## src/rtl/mixcol_pkg.sv

```systemverilog
package mixcol_pkg;
    localparam int BYTE_W    = 8;
    localparam int COL_BYTES = 4;
    localparam int COL_W     = BYTE_W * COL_BYTES;
    localparam logic [BYTE_W-1:0] RED_POLY = 8'h1B;

    // Multiply one field element by x, reducing modulo the AES polynomial.
    function automatic logic [BYTE_W-1:0] gf_dbl(input logic [BYTE_W-1:0] a);
        return {a[BYTE_W-2:0], 1'b0} ^ (a[BYTE_W-1] ? RED_POLY : '0);
    endfunction

    // Byte r of a column word; byte 0 sits in the most significant lane.
    function automatic logic [BYTE_W-1:0] col_byte(input logic [COL_W-1:0] c, input int r);
        return c[COL_W-1-BYTE_W*r -: BYTE_W];
    endfunction
endpackage

```

## src/rtl/mixcol_precorr.sv

```systemverilog
// Decryption pre-correction: after it, the forward stage yields the inverse mix.
module mixcol_precorr
    import mixcol_pkg::*;
(
    input  logic             dec,
    input  logic [COL_W-1:0] col_in,
    output logic [COL_W-1:0] col_out
);
    logic [BYTE_W-1:0] even_term;
    logic [BYTE_W-1:0] odd_term;

    always_comb begin
        even_term = '0;
        odd_term  = '0;
        if (dec) begin
            even_term = gf_dbl(gf_dbl(col_byte(col_in, 0) ^ col_byte(col_in, 2)));
            odd_term  = gf_dbl(gf_dbl(col_byte(col_in, 1) ^ col_byte(col_in, 3)));
        end
    end

    for (genvar r = 0; r < COL_BYTES; r++) begin : g_lane
        localparam bit IS_EVEN = (r % 2) == 0;
        assign col_out[COL_W-1-BYTE_W*r -: BYTE_W] =
            col_in[COL_W-1-BYTE_W*r -: BYTE_W] ^ (IS_EVEN ? even_term : odd_term);
    end
endmodule

```

## src/rtl/mixcol_fwd.sv

```systemverilog
// Forward column mix: out[r] = a[r] ^ sum ^ dbl(a[r] ^ a[r+1]).
module mixcol_fwd
    import mixcol_pkg::*;
(
    input  logic [COL_W-1:0] col_in,
    output logic [COL_W-1:0] col_out
);
    logic [BYTE_W-1:0] col_sum;

    assign col_sum = col_byte(col_in, 0) ^ col_byte(col_in, 1)
                   ^ col_byte(col_in, 2) ^ col_byte(col_in, 3);

    for (genvar r = 0; r < COL_BYTES; r++) begin : g_lane
        localparam int NXT = (r + 1) % COL_BYTES;
        logic [BYTE_W-1:0] here_b;
        logic [BYTE_W-1:0] next_b;
        assign here_b = col_in[COL_W-1-BYTE_W*r   -: BYTE_W];
        assign next_b = col_in[COL_W-1-BYTE_W*NXT -: BYTE_W];
        assign col_out[COL_W-1-BYTE_W*r -: BYTE_W] = here_b ^ col_sum ^ gf_dbl(here_b ^ next_b);
    end
endmodule

```

## src/rtl/mixcol_column.sv

```systemverilog
module mixcol_column
    import mixcol_pkg::*;
(
    input  logic             dec,
    input  logic [COL_W-1:0] col_in,
    output logic [COL_W-1:0] col_out
);
    logic [COL_W-1:0] corrected;

    mixcol_precorr u_precorr (
        .dec     (dec),
        .col_in  (col_in),
        .col_out (corrected)
    );

    mixcol_fwd u_fwd (
        .col_in  (corrected),
        .col_out (col_out)
    );
endmodule

```

## src/rtl/mixcol_state.sv

```systemverilog
module mixcol_state
    import mixcol_pkg::*;
#(
    parameter int NCOL = 4
) (
    input  logic                    clk,
    input  logic                    rst_n,
    input  logic                    dec,
    input  logic [NCOL*COL_W-1:0]   state_in,
    output logic [NCOL*COL_W-1:0]   state_out
);
    localparam int STATE_W = NCOL * COL_W;

    typedef struct packed {
        logic [STATE_W-1:0] mixed;
    } regs_t;

    regs_t              regs_d;
    regs_t              regs_q;
    logic [STATE_W-1:0] mixed_comb;

    for (genvar c = 0; c < NCOL; c++) begin : g_col
        localparam int HI = STATE_W - 1 - COL_W * c;

        mixcol_column u_column (
            .dec     (dec),
            .col_in  (state_in[HI -: COL_W]),
            .col_out (mixed_comb[HI -: COL_W])
        );

        AST_COL_PARITY: assert property (@(posedge clk) disable iff (!rst_n)
            $past(rst_n) |->
            ((state_out[HI -: 8] ^ state_out[HI-8 -: 8] ^ state_out[HI-16 -: 8] ^ state_out[HI-24 -: 8])
             == $past(state_in[HI -: 8] ^ state_in[HI-8 -: 8] ^ state_in[HI-16 -: 8] ^ state_in[HI-24 -: 8])))
            else $error("column parity broken");
    end

    always_comb begin
        regs_d       = regs_q;
        regs_d.mixed = mixed_comb;
    end

    always_ff @(posedge clk or negedge rst_n) begin
        if (!rst_n) begin
            regs_q <= '0;
        end else begin
            regs_q <= regs_d;
        end
    end

    assign state_out = regs_q.mixed;

    AST_RESET_CLEAR: assert property (@(posedge clk)
        !rst_n |-> state_out == '0)
        else $error("output not cleared in reset");

    AST_HOLD_STABLE: assert property (@(posedge clk) disable iff (!rst_n)
        ($past(rst_n) && state_in == $past(state_in) && dec == $past(dec)) |=> $stable(state_out))
        else $error("output moved with steady inputs");

    AST_ZERO_MAP: assert property (@(posedge clk) disable iff (!rst_n)
        (state_in == '0) |=> (state_out == '0))
        else $error("zero state not preserved");
endmodule

```

## config.mk

```make
export PLATFORM = sky130hd
export DESIGN_NAME = mixcol_state
export DESIGN_NICKNAME = d
export VERILOG_FILES = /design/src/rtl/mixcol_pkg.sv /design/src/rtl/mixcol_precorr.sv /design/src/rtl/mixcol_fwd.sv /design/src/rtl/mixcol_column.sv /design/src/rtl/mixcol_state.sv
export SDC_FILE = /design/constraint.sdc
export NUM_CORES = 1
export LEC_CHECK = 0
export ABC_AREA = 0
export BUFFER_PORTS_ARGS = -buffer_cell sky130_fd_sc_hd__buf_2
export CORE_AREA = 4 4 149 151
export DETAILED_ROUTE_END_ITERATION = 10
export DIE_AREA = 0 0 153 155
export GPL_TIMING_DRIVEN = 0
export PLACE_DENSITY = 0.75
export SLEW_MARGIN = 10
export SYNTH_ARGS = -nofsm -noshare
export SYNTH_HDL_FRONTEND = slang
export SYNTH_SLANG_ARGS = --single-unit
```

## constraint.sdc

```tcl
create_clock -name clk -period 0.9 [get_ports clk]
set_clock_uncertainty 0.15 [all_clocks]
set_input_delay 0.18 -clock clk [delete_from_list [all_inputs] [get_ports clk]]
set_output_delay 0.18 -clock clk [all_outputs]
set_load 0.01 [all_outputs]
```

==> impl_metrics.env, run 1 <==
export IMPL_status="did not finish"
export IMPL_flow_stopped_at="global routing"
export IMPL_stop_error="[ERROR DPL-0038] Utilization greater than 100%, impossible to legalize"
export IMPL_gp_congestion=0.849
export IMPL_grt_worst_endpoint="state_out[36]$_DFF_PN0_/D"
export IMPL_syn_avg_cell_area_um2=12.2
export IMPL_seq_area_frac_synth=0.311
export IMPL_port_buffers=253
export IMPL_yosysUniqueCellTypes=17
export IMPL_syn_inst=848
export IMPL_yosysWarningCount=0
export IMPL_dp_hpwl_mm=21.0
export IMPL_cts_buffers=17
export IMPL_worstEndpointType="register data pin"
export IMPL_initial_utilization=0.495
export IMPL_fp_dieW_um=153
export IMPL_cts_sinks=128
export IMPL_clockRootBuffer="clkbuf_16"
export IMPL_syn_area_um2=10300
export IMPL_boundaryPins=259
export IMPL_syn_num_nets=979
export IMPL_grt_max_degree=67
export IMPL_ys_ff_latch=128
export IMPL_cts_buffer_depth=2
export IMPL_pre_cts_slack_ns=-1.60
export IMPL_row_count=53
export IMPL_htreeDepth=4
export IMPL_die_h_um=155
through the flow:
stage	std cells	area, um2
after floorplan	848	12300
after global placement	1376	13900
after detailed placement	1377	14000
after CTS	1631	19300
logic make-up after synthesis:
logic type    after synthesis  synth area share
simple gates               76            0.0313
flops                     128             0.311
buf+inv                    14           0.00534
xor+xnor                  630             0.653
timing repair:
action | 4_1_cts
setup buffers | 224
resized for setup | 495
pin swaps | 269
hold endpoints to repair | 72
endpoints found under the setup margin | 256
gates cloned | 0
cell usage after synthesis:
library cell | n | area share
xor2_4 | 1 | 0.0027
xor2_1 | 201 | 0.17
xnor2_4 | 2 | 0.0053
nor2b_1 | 5 | 0.0030
xor2_2 | 8 | 0.013
buf_2 | 2 | 0.00097
xnor2_2 | 4 | 0.0063
nand2b_1 | 3 | 0.0018
buf_1 | 4 | 0.0015
nand2_1 | 61 | 0.022
xnor3_1 | 62 | 0.14
and2_1 | 7 | 0.0042
xor3_1 | 13 | 0.030
clkbuf_1 | 8 | 0.0029
xnor2_1 | 338 | 0.29
dfrtp_1 | 128 | 0.31
xor3_2 | 1 | 0.0024
==> run 2, diff against run 1 <==
--- a/config.mk
+++ b/config.mk
@@ -7,11 +7,11 @@
 export LEC_CHECK = 0
 export ABC_AREA = 0
 export BUFFER_PORTS_ARGS = -buffer_cell sky130_fd_sc_hd__buf_2
-export CORE_AREA = 4 4 149 151
+export CORE_AREA = 4 4 177 179
 export DETAILED_ROUTE_END_ITERATION = 10
-export DIE_AREA = 0 0 153 155
+export DIE_AREA = 0 0 181 183
 export GPL_TIMING_DRIVEN = 0
-export PLACE_DENSITY = 0.75
+export PLACE_DENSITY_LB_ADDON = 0.15
 export SLEW_MARGIN = 10
 export SYNTH_ARGS = -nofsm -noshare
 export SYNTH_HDL_FRONTEND = slang
==> run 2 against run 1 <==
Against the previous run: the flow now finishes, with violations (hold timing, setup timing); area after synthesis did not move; synthesized cell count did not move.
==> impl_metrics.env, run 2 <==
export IMPL_status="finished with violations"
export IMPL_violations="hold timing, setup timing"
export IMPL_boundaryPins=259
export IMPL_hold_viol_final=64
export IMPL_hp_class="input port to asynchronous set/reset pin"
export IMPL_synth_most_common_cell="xnor2_1"
export IMPL_clockRootBuffer="clkbuf_16"
export IMPL_crit_fanout=3
export IMPL_row_count=63
export IMPL_drive_gt1_frac=0.710
export IMPL_tightest_slew_ns=0.607
export IMPL_grt_max_degree=71
export IMPL_cts_tree="built"
export IMPL_ys_top_cells_by_count="xnor2_1 (338), xor2_1 (201), dfrtp_1 (128)"
export IMPL_die_h_um=183
export IMPL_synth_top_area_share=0.311
export IMPL_cp_arrival_ns=1.98
export IMPL_worstPathCellList="buf_12 > xor2_4 > xnor3_2 > nor2b_2 > xnor2_1 > xnor2_1 > xnor3_1"
export IMPL_antenna_left=0
export IMPL_drt_initial_drc_count=241
export IMPL_yosysWarningCount=0
export IMPL_drt_drc_violations_left=0
export IMPL_fin_nets=1564
export IMPL_crit_path_end_kind="flop"
export IMPL_dp_hpwl_mm=22.7
export IMPL_maxSlewHeadroom=0.595
export IMPL_vias_per_cell=4.41
export IMPL_yosysUniqueCellTypes=17
export IMPL_area_growth_pct=110
export IMPL_cts_sinks=128
export IMPL_grt_pass1_vias=8977
export IMPL_synth_edf_count=0
export IMPL_overflow=0
export IMPL_grt_setup_unrepaired="true"
export IMPL_htreeDepth=4
export IMPL_gp_congestion=0.766
export IMPL_layout_commonest_cell="buf_4"
export IMPL_initial_utilization=0.349
export IMPL_wl_per_cell_um=20.4
export IMPL_antenna_found_initial=1
export IMPL_finalPower_uw=48400
export IMPL_syn_inst=848
export IMPL_vias=8110
export IMPL_async_reset_ff_frac=1.00
export IMPL_cpPeakStageDelay_ns=0.51
export IMPL_crit_required_ns=1.05
export IMPL_fin_crit_sh=2.04
export IMPL_dieArea_um2=33100
export IMPL_largest_register_ff_count=128
export IMPL_cts_buffers=17
export IMPL_syn_avg_cell_area_um2=12.2
export IMPL_fp_dieW_um=181
export IMPL_clk_pin_slew_ns=0.06
export IMPL_setup_slack_ns=-0.936
export IMPL_ir_worst_vdd_uv=1440
export IMPL_crit_top_cell="xnor2_1"
export IMPL_power_density_nw_per_um2=2240
export IMPL_cts_buffer_depth=2
export IMPL_port_buffers=253
export IMPL_synth_flop_cell="dfrtp_1"
export IMPL_syn_num_nets=979
export IMPL_hold_slack_ns=-0.435
export IMPL_cp_start_kind="input port"
export IMPL_setup_viol=256
export IMPL_syn_area_um2=10300
export IMPL_synth_top_area_cell="dfrtp_1"
export IMPL_layout_common_cells="buf_4 (173), buf_2 (164), xnor2_1 (162)"
export IMPL_leakage_uw=0.00960
export IMPL_worstSetupPathType="input port to flop"
export IMPL_core_area_um2=29600
export IMPL_cap_violations=0
export IMPL_dr_pass1_iters=4
export IMPL_groute_usage_overall=0.206
export IMPL_fillers=1746
export IMPL_grt_pass1_wl_mm=51.9
export IMPL_ys_ff_latch=128
export IMPL_routed_wl_mm=37.5
export IMPL_report_final_slew_viol_count=0
export IMPL_slowest_stage="xnor3_2"
export IMPL_seq_area_frac_synth=0.311
export IMPL_ys_top_cells_by_area="dfrtp_1 (31%), xnor2_1 (29%), xor2_1 (17%)"
export IMPL_finalCriticalPeriod_ns=1.84
export IMPL_fmax_mhz=545
## run 2: cell counts after synthesis
No cell type changed its count.
## run 2: path summary, 6_finish.rpt
kind	from	end	slack [ns]	cells past startpoint
max	state_in[39]	state_out[44]$_DFF_PN0_	-0.94	7
max in group asynchronous	rst_n	state_out[110]$_DFF_PN0_	0.27	2
min in group clk	state_in[5]	state_out[14]$_DFF_PN0_	-0.03	3
min	rst_n	state_out[22]$_DFF_PN0_	-0.43	1
## run 2: cells by family (layout without fill, tap and decap cells)
group / count (synthesis) / after routing / synth area share
xor gates and xnor gates: 630 / 630 / 0.653
DFF: 128 / 128 / 0.311
and+or+nand+nor: 76 / 76 / 0.0313
buffers and inverters: 14 / 612 / 0.00534
other: 0 / 1 / 0
## run 2: through the flow
step           setup TNS (ns)  std cells  instance area, um2  worst slack (ns)  utilization
4_1_cts               -122.90       1753               19500            -0.868        0.659
5_1_grt               -138.40       1837               21600            -0.957        0.732
2_1_floorplan          -99.51        848               12300             -1.17            -
3_5_place_dp          -175.56       1492               14100             -1.69        0.478
3_3_place_gp          -455.10       1491               14100             -2.34        0.477
6_report              -127.72       1837               21600            -0.936        0.732
## run 2: area by class of cell
type | count | area [um2] | share of cell area
flip-flops and latches | 128 | 3200 | 0.148
repair buffers | 566 | 5190 | 0.240
clock buffers | 18 | 439 | 0.0203
clock inverters | 14 | 180 | 0.00832
multi-input cells | 706 | 11800 | 0.547
well taps | 390 | 488 | 0.0225
plain buffers | 14 | 300 | 0.0139
diodes | 1 | 2.50 | 0.000116
## run 2: per-layer routing
layer  global-route usage  up-vias  routed length [um]
met3               0.0470       50                1890
met4               0.0546        0                 831
li1                     -     3735                   -
met2                0.364      229               20500
met5                    0        -                   0
met1                0.258     4096               14200
## run 2: worst max-delay path, delay by kind of cell
| family | cells | cell delay, ns |
|---|---|---|
| xor+xnor | 5 | 1.49 |
| buf+inv | 1 | 0.11 |
| simple gates | 1 | 0.20 |
## run 2: where the power goes
group / internal, uW / switching [uW]
combinational: 17700 / 13300
clock: 4490 / 3070
sequential: 8820 / 1000
## run 2: what timing repair did
| action | in CTS | in global routing |
|---|---|---|
| hold endpoints to repair | 67 | 64 |
| gates resized for setup | 501 | 255 |
| pin swaps | 269 | 216 |
| setup endpoints to repair | 256 | 256 |
| buffers inserted | 232 | 103 |
Power figures use the tool's default switching activity.
==> run 3, diff against run 2 <==
--- a/config.mk
+++ b/config.mk
@@ -7,10 +7,11 @@
 export LEC_CHECK = 0
 export ABC_AREA = 0
 export BUFFER_PORTS_ARGS = -buffer_cell sky130_fd_sc_hd__buf_2
-export CORE_AREA = 4 4 177 179
+export CORE_AREA = 4 4 166 168
 export DETAILED_ROUTE_END_ITERATION = 10
-export DIE_AREA = 0 0 181 183
+export DIE_AREA = 0 0 170 172
 export GPL_TIMING_DRIVEN = 0
+export HOLD_SLACK_MARGIN = 0.05
 export PLACE_DENSITY_LB_ADDON = 0.15
 export SLEW_MARGIN = 10
 export SYNTH_ARGS = -nofsm -noshare
==> run 3 against run 2 <==
Against the previous run: the flow still finishes with violations (hold timing, setup timing); maximum frequency fell by 0.85%; non-clock buffer count fell by 10; combinational power barely moved; critical endpoint is now state_out[61]$_DFF_PN0_; largest cell class unchanged; largest power group unchanged; highest routed layer unchanged.
==> impl_metrics.env, run 3 (synthesis gave the netlist of run 2 again) <==
export IMPL_vias=8151
export IMPL_grt_pass1_vias=8807
export IMPL_clockRootBuffer="clkbuf_16"
export IMPL_fillers=1217
export IMPL_layout_commonest_cell="buf_4"
export IMPL_tightest_slew_ns=0.579
export IMPL_cts_tree="built"
export IMPL_gp_congestion=0.811
export IMPL_crit_path_end_kind="flop"
export IMPL_finalCriticalPeriod_ns=1.85
export IMPL_cts_buffer_depth=2
export IMPL_clkPwrFrac=0.146
export IMPL_port_buffers=253
export IMPL_hold_slack_ns=-0.428
export IMPL_cp_start_kind="input port"
export IMPL_routed_wl_mm=38.0
export IMPL_clk_pin_slew_ns=0.06
export IMPL_final_cells=1771
export IMPL_dieArea_um2=29200
export IMPL_worstSetupPathType="input port to flop"
export IMPL_cp_arrival_ns=1.98
export IMPL_drive_gt1_frac=0.715
export IMPL_layout_common_cells="buf_4 (180), buf_2 (171), xnor2_1 (156)"
export IMPL_groute_usage_overall=0.232
export IMPL_overflow=0
export IMPL_power_switching_uw=17400
export IMPL_initial_utilization=0.398
export IMPL_row_count=59
export IMPL_power_density_nw_per_um2=2260
export IMPL_multiInputGateArea_um2=11800
export IMPL_htreeDepth=4
export IMPL_cts_buffers=17
export IMPL_seq_power_share=0.206
export IMPL_cts_sinks=128
export IMPL_die_h_um=172
export IMPL_grt_setup_unrepaired="true"
export IMPL_fp_dieW_um=170
export IMPL_vias_per_cell=4.60
export IMPL_place_inst=1437
export IMPL_drt_initial_drc_count=335
export IMPL_area_growth_pct=106
export IMPL_startpoint="state_in[54]"
export IMPL_hp_class="input port to asynchronous set/reset pin"
export IMPL_antenna_found_initial=0
export IMPL_grt_pass1_wl_mm=50.7
export IMPL_p_int_uw=30700
export IMPL_crit_required_ns=1.03
export IMPL_switching_share=0.362
export IMPL_fin_util=0.821
export IMPL_pwr_share_comb=0.648
export IMPL_largest_register_ff_count=128
export IMPL_fmax_mhz=540
export IMPL_fin_nets=1554
export IMPL_boundaryPins=259
export IMPL_setup_slack_ns=-0.951
export IMPL_antenna_left=0
export IMPL_leakage_uw=0.00951
export IMPL_wl_per_cell_um=21.5
export IMPL_violations="hold timing, setup timing"
export IMPL_hold_viol_final=65
export IMPL_fin_crit_sh=2.06
export IMPL_dr_pass1_iters=4
export IMPL_setup_tns_ns=-129.86
export IMPL_setup_viol=256
export IMPL_report_final_slew_viol_count=0
export IMPL_drt_drc_violations_left=0
export IMPL_dp_hpwl_mm=21.8
export IMPL_diodes=0
export IMPL_core_area_um2=25900
export IMPL_crit_fanout=4
export IMPL_cap_violations=0
export IMPL_seqCellArea_um2=3200
export IMPL_ir_worst_vdd_uv=1560
export IMPL_grt_max_degree=72
export IMPL_status="finished with violations"
export IMPL_maxSlewHeadroom=0.614
-- run 3: worst max-delay path, cell delays in order --
cell	delay (ns)
buf_12	0.11
xnor2_4	0.25
xnor3_2	0.53
xnor2_2	0.21
nand2_4	0.13
xnor2_4	0.22
buf_6	0.12
xnor3_1	0.22
-- run 3: power by group through the flow --
stage / clock [uW] / sequential, uW / combinational (uW)
floorplan: 0 / 11300 / 13500
global placement: 0 / 9740 / 21100
detailed placement: 0 / 9760 / 21100
CTS: 7140 / 9720 / 26800
global route: 7350 / 10100 / 32900
finish: 7000 / 9900 / 31200
-- run 3: worst max-delay path by stage --
stage	to	cells past startpoint	slack [ns]
floorplan	state_out[36]$_DFF_PN0_	6	-1.17
global placement	state_out[90]$_DFF_PN0_	1	-2.25
detailed placement	state_out[35]$_DFF_PN0_	7	-1.66
CTS	state_out[36]$_DFF_PN0_	8	-0.86
global route	state_out[12]$_DFF_PN0_	8	-0.99
finish	state_out[61]$_DFF_PN0_	8	-0.95
-- run 3: layout make-up --
cell class | count | area share
plain buffers | 13 | 0.0137
clock buffers | 22 | 0.0218
clock inverters | 10 | 0.00523
multi-input cells | 706 | 0.553
flip-flops and latches | 128 | 0.151
well taps | 335 | 0.0197
repair buffers | 557 | 0.236
-- run 3: through the flow --
stage	total power (uW)	worst slack, ns	instance area [um2]
after CTS	43700	-0.862	19100
after global placement	30800	-2.25	14000
after detailed placement	30900	-1.66	14100
after global routing	50400	-0.993	21300
final	48100	-0.951	21300
after floorplan	24800	-1.17	12300
-- run 3: what timing repair did --
item,4_1_cts,5_1_grt
cloned,2,0
setup endpoints to repair,256,256
endpoints found under the hold margin,72,65
pin swaps,280,222
resized for setup,461,257
setup buffers,218,105
-- run 3: per-layer routing --
| layer | track usage | up-vias | share of wire | routed length, um |
|---|---|---|---|---|
| met5 | 0 | - | 0 | 0 |
| met4 | 0.0670 | 0 | 0.015 | 552 |
| met3 | 0.0430 | 35 | 0.047 | 1770 |
| met2 | 0.415 | 238 | 0.57 | 21500 |
| met1 | 0.288 | 4170 | 0.37 | 14200 |
| li1 | - | 3708 | - | - |
==> run 4, diff against run 3 <==
==> constraint.sdc (replaced) <==
create_clock -name clk -period 1.58 [get_ports clk]
set_clock_uncertainty 0.15 [all_clocks]
set_input_delay 0.316 -clock clk [delete_from_list [all_inputs] [get_ports clk]]
set_output_delay 0.316 -clock clk [all_outputs]
set_load 0.01 [all_outputs]
==> run 4 against run 3 <==
Against the previous run: the flow finishes with violations (setup timing); global-route usage about the same; setup slack better by 0.53 ns; wire length down 1.4%; combinational power down 45%; final cell count down 0.96%; sequential cell count unchanged; via count down 0.97%; first-iteration DRC count up 12%; worst hold slack better by 0.56 ns; sequential share of layout area up 0.41 points; clock power down 45%; critical endpoint is now state_out[60]$_DFF_PN0_; largest cell class unchanged; largest power group unchanged.
==> impl_metrics.env, run 4 (synthesis gave the netlist of run 2 again) <==
export IMPL_status="finished with violations"
export IMPL_violations="setup timing"
export IMPL_crit_path_end_kind="flop"
export IMPL_layout_commonest_cell="buf_2"
export IMPL_fin_nets=1538
export IMPL_crit_required_ns=1.74
export IMPL_hold_slack_ns=0.131
export IMPL_grt_pass1_vias=8777
export IMPL_dieArea_um2=29200
export IMPL_largest_register_ff_count=128
export IMPL_switching_share=0.367
export IMPL_setup_tns_ns=-17.47
export IMPL_maxSlewHeadroom=0.566
export IMPL_multiInputGateArea_um2=11600
export IMPL_crit_fanout=3
export IMPL_fmax_mhz=501
export IMPL_dp_hpwl_mm=21.6
export IMPL_setup_slack_ns=-0.417
export IMPL_report_final_slew_viol_count=0
export IMPL_clockRootBuffer="clkbuf_16"
export IMPL_p_int_uw=16800
export IMPL_leakage_uw=0.00923
export IMPL_pwr_share_comb=0.646
export IMPL_setup_viol=95
export IMPL_power_switching_uw=9750
export IMPL_seqCellArea_um2=3200
export IMPL_cap_violations=0
export IMPL_tightest_slew_ns=0.651
export IMPL_cts_sinks=128
export IMPL_overflow=0
export IMPL_gp_congestion=0.799
export IMPL_fillers=1303
export IMPL_ir_worst_vdd_uv=928
export IMPL_layout_common_cells="buf_2 (195), xnor2_1 (175), buf_4 (172)"
export IMPL_clkPwrFrac=0.146
export IMPL_row_count=59
export IMPL_fp_dieW_um=170
export IMPL_fin_crit_sh=1.26
export IMPL_drt_drc_violations_left=0
export IMPL_diodes=0
export IMPL_antenna_left=0
export IMPL_cp_start_kind="input port"
export IMPL_vias_per_cell=4.60
export IMPL_hp_class="input port to flop"
export IMPL_cts_tree="built"
export IMPL_core_area_um2=25900
export IMPL_cts_buffer_depth=2
export IMPL_wl_per_cell_um=21.4
export IMPL_antenna_found_initial=0
export IMPL_initial_utilization=0.398
export IMPL_clk_pin_slew_ns=0.06
export IMPL_hold_viol_final=0
export IMPL_finalCriticalPeriod_ns=2.00
export IMPL_drt_initial_drc_count=376
export IMPL_dr_pass1_iters=4
export IMPL_fin_util=0.799
export IMPL_power_density_nw_per_um2=1280
export IMPL_pre_cts_slack_ns=-1.13
export IMPL_cts_buffers=17
export IMPL_port_buffers=253
export IMPL_htreeDepth=4
export IMPL_seq_power_share=0.208
export IMPL_vias=8072
export IMPL_grt_max_degree=67
export IMPL_routed_wl_mm=37.5
export IMPL_die_h_um=172
export IMPL_area_growth_pct=101
export IMPL_worstSetupPathType="input port to flop"
export IMPL_groute_usage_overall=0.231
export IMPL_grt_setup_unrepaired="true"
export IMPL_drive_gt1_frac=0.689
export IMPL_grt_pass1_wl_mm=50.8
export IMPL_boundaryPins=259
export IMPL_cp_arrival_ns=2.15
run 4: changes by cell type in the layout (fill, tap and decap cells not counted), sizes merged:
cell,change
buf,-17
clkinv,+1
bufinv,-1
clkinvlp,-1
dlygate4sd3,+1
run 4: path summary, 6_finish.rpt:
check,to,start,slack [ns],cells past startpoint
max in group asynchronous,state_out[127]$_DFF_PN0_,rst_n,0.26,3
min in group asynchronous,state_out[8]$_DFF_PN0_,rst_n,0.28,2
worst min-delay path,state_out[6]$_DFF_PN0_,state_in[5],0.13,3
worst max-delay path,state_out[60]$_DFF_PN0_,state_in[39],-0.42,9
run 4: layout make-up:
cell class	instances	area share
tap	335	0.0202
clock buffer	22	0.0224
timing repair buffer	542	0.227
multi-input combinational	706	0.558
sequential	128	0.155
clock inverter	9	0.00417
buffer	12	0.0131
run 4: repair_timing:
action,in CTS,in global routing
cloned,2,0
setup buffers,215,87
pin swaps,228,172
hold buffers,1,0
endpoints found under the setup margin,119,114
gates resized for setup,382,251
endpoints found under the hold margin,65,0
run 4: power groups by stage:
| stage | registers, uW | clock network (uW) | logic [uW] |
|---|---|---|---|
| 2_1_floorplan | 6430 | 0 | 7670 |
| 3_3_place_gp | 5540 | 0 | 12000 |
| 3_5_place_dp | 5530 | 0 | 12000 |
| 4_1_cts | 5510 | 3900 | 14900 |
| 5_1_grt | 5700 | 4070 | 18100 |
| 6_report | 5530 | 3870 | 17100 |
run 4: worst max-delay path, stage by stage:
cell	delay [ns]
buf_12	0.11
xor2_4	0.18
buf_6	0.14
xnor3_2	0.46
xnor2_2	0.20
nand2_2	0.15
buf_12	0.17
xnor2_4	0.18
xnor3_1	0.25
run 4: routing by layer:
metal	up-vias	GRT usage	share of wire
met5	-	0	0
met3	67	0.0421	0.048
met2	246	0.405	0.54
met1	4078	0.292	0.38
met4	0	0.0781	0.027
li1	3681	-	-
run 4: metrics by stage:
stage	cell area (um2)	std cells	power (uW)
CTS	18600	1684	24300
detailed placement	14000	1437	17600
global route	20700	1754	27900
global placement	14000	1436	17500
finish	20700	1754	26500
floorplan	12300	848	14100
